<file path="src/rtl/smp_pkg.sv">
package smp_pkg;
  localparam int BYTE_W = 8;
  localparam int ADDR_W = BYTE_W - 2;
  localparam int CNT_W  = $clog2(BYTE_W);
  localparam int RD_BIT = BYTE_W - 1;
  localparam int WR_BIT = BYTE_W - 2;

  typedef enum logic [2:0] {
    PH_CMD,
    PH_WDAT,
    PH_RDAT,
    PH_SKIP,
    PH_HOLD
  } phase_t;
endpackage

</file>
<file path="src/rtl/smp_sync.sv">
module smp_sync #(
  parameter int N      = 3,
  parameter int STAGES = 2,
  parameter logic [N-1:0] RST_VAL = '0
) (
  input  logic         clk,
  input  logic         rst_n,
  input  logic [N-1:0] d,
  output logic [N-1:0] q
);
  for (genvar i = 0; i < N; i++) begin : g_bit
    logic [STAGES-1:0] chain;
    always_ff @(posedge clk or negedge rst_n) begin
      if (!rst_n) chain <= {STAGES{RST_VAL[i]}};
      else        chain <= {chain[STAGES-2:0], d[i]};
    end
    assign q[i] = chain[STAGES-1];
  end
endmodule

</file>
<file path="src/rtl/smp_engine.sv">
module smp_engine
  import smp_pkg::*;
(
  input  logic              clk,
  input  logic              rst_n,
  input  logic              csn_s,
  input  logic              rxd_s,
  input  logic              rise,
  output phase_t            phase,
  output logic [ADDR_W-1:0] addr,
  output logic [BYTE_W-1:0] wdata,
  output logic              we,
  output logic              re
);
  logic [BYTE_W-1:0] sr;
  logic [CNT_W-1:0]  cnt;
  logic [BYTE_W-1:0] byte_in;
  logic              last_bit;

  assign byte_in  = {rxd_s, sr[BYTE_W-1:1]};
  assign last_bit = (cnt == CNT_W'(BYTE_W - 1));

  always_ff @(posedge clk or negedge rst_n) begin
    if (!rst_n) begin
      phase <= PH_CMD;
      cnt   <= '0;
      sr    <= '0;
      addr  <= '0;
      wdata <= '0;
      we    <= 1'b0;
      re    <= 1'b0;
    end else begin
      we <= 1'b0;
      re <= 1'b0;
      if (csn_s) begin
        phase <= PH_CMD;
        cnt   <= '0;
      end else if (rise) begin
        sr  <= byte_in;
        cnt <= cnt + 1'b1;
        if (last_bit) begin
          unique case (phase)
            PH_CMD: begin
              addr <= byte_in[ADDR_W-1:0];
              if (byte_in[RD_BIT] && !byte_in[WR_BIT]) begin
                re    <= 1'b1;
                phase <= PH_RDAT;
              end else if (byte_in[WR_BIT] && !byte_in[RD_BIT]) begin
                phase <= PH_WDAT;
              end else begin
                phase <= PH_SKIP;
              end
            end
            PH_WDAT: begin
              wdata <= byte_in;
              we    <= 1'b1;
              phase <= PH_CMD;
            end
            PH_SKIP: phase <= PH_CMD;
            PH_RDAT: phase <= PH_HOLD;
            default: phase <= PH_HOLD;
          endcase
        end
      end
    end
  end
endmodule

</file>
<file path="src/rtl/smp_txd.sv">
module smp_txd
  import smp_pkg::*;
(
  input  logic              clk,
  input  logic              rst_n,
  input  logic              active,
  input  logic              load,
  input  logic [BYTE_W-1:0] rdata,
  input  logic              rise,
  input  logic              fall,
  output logic              txd,
  output logic              txd_oe
);
  logic [BYTE_W-1:0] tx_sr;
  logic              loaded;
  logic              armed;

  always_ff @(posedge clk or negedge rst_n) begin
    if (!rst_n) begin
      tx_sr  <= '0;
      loaded <= 1'b0;
      armed  <= 1'b0;
    end else if (!active) begin
      loaded <= 1'b0;
      armed  <= 1'b0;
    end else if (load) begin
      tx_sr  <= rdata;
      loaded <= 1'b1;
      armed  <= 1'b0;
    end else if (rise) begin
      armed <= 1'b1;
    end else if (fall && armed) begin
      tx_sr <= {1'b0, tx_sr[BYTE_W-1:1]};
      armed <= 1'b0;
    end
  end

  assign txd    = tx_sr[0];
  assign txd_oe = active && loaded;
endmodule

</file>
<file path="src/rtl/serial_cmd_port.sv">
module serial_cmd_port
  import smp_pkg::*;
#(
  parameter int SYNC_STAGES = 2
) (
  input  logic              clk,
  input  logic              rst_n,
  input  logic              csn,
  input  logic              sck,
  input  logic              rxd,
  output logic              txd,
  output logic              txd_oe,
  output logic [ADDR_W-1:0] mem_addr,
  output logic [BYTE_W-1:0] mem_wdata,
  output logic              mem_we,
  output logic              mem_re,
  input  logic [BYTE_W-1:0] mem_rdata
);
  logic [2:0] sync_q;
  logic       csn_s, sck_s, rxd_s, sck_d;
  logic       rise, fall;
  phase_t     phase;

  smp_sync #(.N(3), .STAGES(SYNC_STAGES), .RST_VAL(3'b001)) u_sync (
    .clk(clk), .rst_n(rst_n), .d({rxd, sck, csn}), .q(sync_q)
  );
  assign {rxd_s, sck_s, csn_s} = sync_q;

  always_ff @(posedge clk or negedge rst_n) begin
    if (!rst_n) sck_d <= 1'b0;
    else        sck_d <= sck_s;
  end
  assign rise = !csn_s && sck_s && !sck_d;
  assign fall = !csn_s && !sck_s && sck_d;

  smp_engine u_engine (
    .clk(clk), .rst_n(rst_n), .csn_s(csn_s), .rxd_s(rxd_s), .rise(rise),
    .phase(phase), .addr(mem_addr), .wdata(mem_wdata), .we(mem_we), .re(mem_re)
  );

  smp_txd u_txd (
    .clk(clk), .rst_n(rst_n), .active(phase == PH_RDAT), .load(mem_re),
    .rdata(mem_rdata), .rise(rise), .fall(fall), .txd(txd), .txd_oe(txd_oe)
  );
endmodule

</file>
<file path="config.mk">
export PLATFORM = sky130hd
export DESIGN_NAME = serial_cmd_port
export DESIGN_NICKNAME = d
export VERILOG_FILES = /design/src/rtl/smp_pkg.sv /design/src/rtl/smp_sync.sv /design/src/rtl/smp_engine.sv /design/src/rtl/smp_txd.sv /design/src/rtl/serial_cmd_port.sv
export SDC_FILE = /design/constraint.sdc
export NUM_CORES = 1
export LEC_CHECK = 0
export CAP_MARGIN = 20
export CELL_PAD_IN_SITES_DETAIL_PLACEMENT = 0
export CELL_PAD_IN_SITES_GLOBAL_PLACEMENT = 1
export CORE_MARGIN = 4
export CORE_UTILIZATION = 29
export DETAILED_ROUTE_END_ITERATION = 6
export MAX_ROUTING_LAYER = met4
export PLACE_DENSITY = 0.67
export SLEW_MARGIN = 20
export SYNTH_ARGS = -nofsm -noshare
export SYNTH_HDL_FRONTEND = slang
export SYNTH_HIERARCHICAL = 1
export SYNTH_SLANG_ARGS = --single-unit
</file>
<file path="constraint.sdc">
create_clock -name clk -period 2.5 [get_ports clk]
set_input_delay 0.375 -clock clk [delete_from_list [all_inputs] [get_ports clk]]
set_output_delay 0.375 -clock clk [all_outputs]
set_load 0.1 [all_outputs]
</file>
## Word-level counts from Yosys, hierarchy flattened

Cells that the tools add are included.

| storage, ports and cells | value |
|---|---|
| register bits | 47 |
| input bits | 13 |
| word-level logic and storage cells | 72 |

| operators by class | value |
|---|---|
| $add $sub $neg | 1 |
| equal/unequal tests | 7 |
| multiplexer cells | 26 |
| bitwise gates (word level) | 1 |
| reduce and logical (&&, ||, !) cells | 23 |

Operators by type and width:

| operator | number |
|---|---|
| $mux 8 | 3 |
| $mux 3 | 6 |
| $mux 1 | 15 |
| $logic_and 1x1->1 | 8 |
| $reduce_and 4->1 | 2 |
| $eq 3x2->1 const B | 2 |
| $pmux 3 s2 | 1 |
| $reduce_bool 2->1 | 3 |
| $logic_not 1->1 | 5 |
| $ne 4x4->1 const B | 1 |
| $reduce_and 2->1 | 2 |
| $add 3x1->3 const B | 1 |
| $eq 3x1->1 const B | 1 |
| $eq 3x3->1 const B | 1 |
| $logic_not 3->1 | 1 |
| $reduce_and 3->1 | 1 |
| $mux 2 | 1 |
| $ne 2x1->1 const B | 1 |
| $ne 2x2->1 const B | 1 |
| $reduce_or 2->1 | 1 |
| $not 1->1 | 1 |

## Longest topological paths before layout

| depth | value |
|---|---|
| depth in word-level cells | 8 |
| depth in mapped cells | 7 |
| gate-level depth less buffers | 5 |

## Hierarchy

The synthesis kept the hierarchy.

By module, submodules not included:

| module | times used | cells an instance | area each (µm²) | sequential area each (µm²) |
|---|---|---|---|---|
| smp_engine | 1 | 79 | 1234.9 | 725.7 |
| smp_txd | 1 | 36 | 539.3 | 250.2 |
| smp_sync | 1 | 9 | 175.2 | 152.6 |
| serial_cmd_port | 1 | 4 | 47.5 | 25.0 |

## Worst setup path before layout

Ideal clock, no wire load.

| path | value |
|---|---|
| path kind | register -> register |
| from | reg u_sync.g_bit[0].chain[1] |
| to | reg u_engine.addr[0] |
| library setup time | 0.125 ns |
| data arrival time | 1.939 ns |
| data required time | 2.375 ns |
| path slack | 0.435 ns |
| stages on the path, launching flop included | 8 |
| buffers on the path | 3 |
| cells stage by stage | dfstp_2 buf_4 nor3b_1 buf_6 nand2_4 or4b_1 buf_6 mux2_4 |

| on the way | value |
|---|---|
| word-level cells in the longest chain between the ends | 4 |

Ends and longest elaborated chain:

| element | RTL line | source |
|---|---|---|
| start, declared | smp_sync.sv:12 | `logic [STAGES-1:0] chain;` |
| start signal, assigned | smp_sync.sv:14 | `if (!rst_n) chain <= {STAGES{RST_VAL[i]}};` |
| start signal, assigned | smp_sync.sv:15 | `else chain <= {chain[STAGES-2:0], d[i]};` |
| $logic_not 1->1 | serial_cmd_port.sv:33 | `assign rise = !csn_s && sck_s && !sck_d;` |
| $logic_and 1x1->1 (2 in a row) | serial_cmd_port.sv:33 |  |
| named net rise | serial_cmd_port.sv:21 | `logic rise, fall;` |
| $reduce_and 4->1 (no line) | - |  |
| end signal, assigned | smp_engine.sv:44 | `addr <= byte_in[ADDR_W-1:0];` |
| end, declared | smp_engine.sv:10 | `output logic [ADDR_W-1:0] addr,` |

The timed path passes the listed nets, and every way through them passes these cells.
A chain may end at the register's enable or synchronous reset.

## Worst setup path after layout

Ends and elaborated chain as after synthesis.

==> impl_metrics.tcl <==
set metrics [dict create \
    placed_cells 230 \
    first_global_vias 1254 \
    fin_crit_sh_pct 85.8 \
    clock_sinks 46 \
    post_cts_buffers 0 \
    instances_no_fill 238 \
    antenna_found_initial 0 \
    tightest_slew_ns 0.540 \
    syn_to_final_growth_pct 19.9 \
    synth_area_leaders "dfrtp_1 (55%), mux2_4 (21%), mux2_2 (3.9%), dfstp_2 (2.6%), buf_6 (2.3%)" \
    die-area_um2 8280 \
    p_leak_nw 1.20 \
    ctsResizeCount 0 \
    grt-ovfl-total 0 \
    cts_root_buf "clkbuf_8" \
    syn_nets 143 \
    core_um2 6530 \
    avgSynthCellArea_um2 15.6 \
    ioPinCount 31 \
    status "finished clean" \
    finalSetupTns_ns 0 \
    synth.distinct_cells 29 \
    drive_gt1_share_pct 43.5 \
    drc 0 \
    io_buffers 30 \
    cap_viol_max_count 0 \
    holdBufCountCts 0 \
    finalSetupViolCount 0 \
    num_antenna_cells 0 \
    cts_buffers 5 \
    worstSetupEndpointType "flip-flop" \
    cp_slowest_stage_delay_ns 0.71 \
    synth_edf_count 0 \
    die_w_um 91.0 \
    rr_endpoint "u_engine/addr[0]" \
    vias 1092 \
    clockBufferDepth 2 \
    critical_path.top_delay_family "simple AND/OR/NAND/NOR gates" \
    dr.pass1.iters 4 \
    ys_async_sr_fraction_pct 100 \
    cts_tree "built" \
    cellPowerDensity_nw_per_um2 560 \
    critPathRequiredTime_ns 2.68 \
    hold_viol_final 0 \
    cts.reportedPaths.clkPinSlew_ns 0.09 \
    slew_viol_final 0 \
    path_buf_inv 0 \
    fin_skew_ns 0.00471 \
    syn_inst 128 \
    crit_path_top_delay_cell "or4b_1" \
    grt_pass1_wl_mm 6.31 \
    crit_chain "nor3b_1 > nand2_4 > or4b_1 > mux2_4" \
    setup_slack_ns 0.356 \
    start_util_pct 30.6 \
    yosysMostFrequentCell "dfrtp_1" \
    synth_common_cells "dfrtp_1 (44), mux2_4 (28), mux2_2 (7)" \
    synth_top_area_share_pct 55.1 \
    design_area_um2 2390 \
    yosysSeqAreaShare_pct 57.8 \
    dpl.hpwl_mm 2.53 \
    synth_seq_cells 46 \
    dp_slack_ns 0.361 \
    crit_type "flip-flop to flip-flop" \
    layout.nets 175 \
    grt_start_max_net_pins 29 \
    grt_usage_pct 9.65 \
    power.total_mw 1.34 \
    slew_headroom_pct 64.0 \
    gp_congestion 0.740 \
    placed_cell_area_um2 2310 \
    rows 29 \
    hold_ws_ns 0.00849 \
    min_period_ns 2.14 \
    fillCellCount 611 \
    die_h_um 91.0 \
    start_kind "flip-flop" \
    ir_drop_mv 0.361 \
    ant_nets 0 \
    rsz0062_at_grt "false" \
    worstReg2RegStart "u_sync/g_bit[0].chain[1]" \
    synth_ff_type "dfrtp_1" \
    ff2ff_path_depth 4 \
    fin_util_pct 36.6 \
    routedWlPerCell_um 15.1 \
    hp-class "input port to asynchronous set/reset pin" \
    vias_per_cell 4.59 \
    netlist_area_um2 2000 \
    h-tree-depth 2 \
    crit_fanout 10 \
    routed_wl_mm 3.58 \
    fmax_ghz 0.466 \
    yosys_warnings 6 \
    cp.arrival_ns 2.33 \
    yosysTopAreaCell "dfrtp_1" \
    insertion_delay_ns 0.29 \
    drt_iter0_drc 30 \
    reg2reg_slack_ns 0.36 \
]
[worst max path at each step]
stage	from	end	slack, ns	cells past startpoint
final	u_sync/g_bit[0].chain[1]	u_engine/addr[0]	0.36	4
after floorplan	u_sync/g_bit[0].chain[1]	u_engine/addr[0]	0.44	7
after global placement	u_sync/g_bit[0].chain[1]	u_engine/addr[0]	0.39	4
after detailed placement	u_sync/g_bit[0].chain[1]	u_engine/addr[3]	0.36	4
after global routing	u_sync/g_bit[0].chain[1]	u_engine/addr[4]	0.18	4
after CTS	u_sync/g_bit[0].chain[1]	u_engine/addr[2]	0.34	4
[metal layers]
layer / vias up / wire (um) / part of all wire, % / GRT usage (%)
li1: 503 / - / - / -
met1: 553 / 1700 / 47 / 12.7
met2: 32 / 1680 / 47 / 14.9
met3: 4 / 175 / 4.9 / 2.64
met4: 0 / 27 / 0.75 / 2.26
met5: - / 0 / 0 / -
[sequential cells by signal (all words and copies together) (netlist names), 3 cells and up]
signal              flops
u_sync/g_bit.chain      6
u_txd/tx_sr             8
u_engine/phase          3
u_engine/addr           6
u_engine/sr             7
u_engine/wdata          8
u_engine/cnt            3
[area by class of cell]
| class | instances | area [um2] | area share (%) |
|---|---|---|---|
| sequential | 46 | 1150 | 48.2 |
| multi-input combinational | 72 | 764 | 31.9 |
| timing repair buffer | 33 | 285 | 11.9 |
| tap | 77 | 96.3 | 4.03 |
| clock buffer | 6 | 72.6 | 3.03 |
| clock inverter | 2 | 13.8 | 0.575 |
| inverter | 2 | 7.51 | 0.314 |
[power breakdown]
part	internal (mW)	switching (mW)
combinational	0.0470	0.0306
clock	0.198	0.249
sequential	0.781	0.0352
[layout by cell type, fill, tap and decap left out, drive strengths merged, types with 2 or more instances in the layout]
master / count
nand2: 4
a21oi: 2
mux2i: 2
clkbuf: 6
mux2: 35
nor2: 6
clkinv: 2
or2b: 2
inv: 2
dfrtp: 44
nand2b: 2
clkdlybuf4s50: 11
ha: 2
dfstp: 2
buf: 22
nand3: 2
nor3b: 4
[cell families (layout without fill, tap and decap cells)]
family          count (synthesis)  count (layout)  synth area share [%]
mux                            37              37                  26.0
xor+xnor                        1               1                 0.439
simple gates                   27              27                  9.02
fa+ha+maj                       2               2                  1.25
flops                          46              46                  57.8
buf+inv                        10              43                  3.95
compound gates                  5               5                  1.57
[worst reg2reg max path, cell delays in order, from the launching register on]
cell	delay, ns
dfstp_2	0.42
nor3b_1	0.44
nand2_4	0.10
or4b_1	0.71
mux2_4	0.37
(Power assumes the default switching activity.)
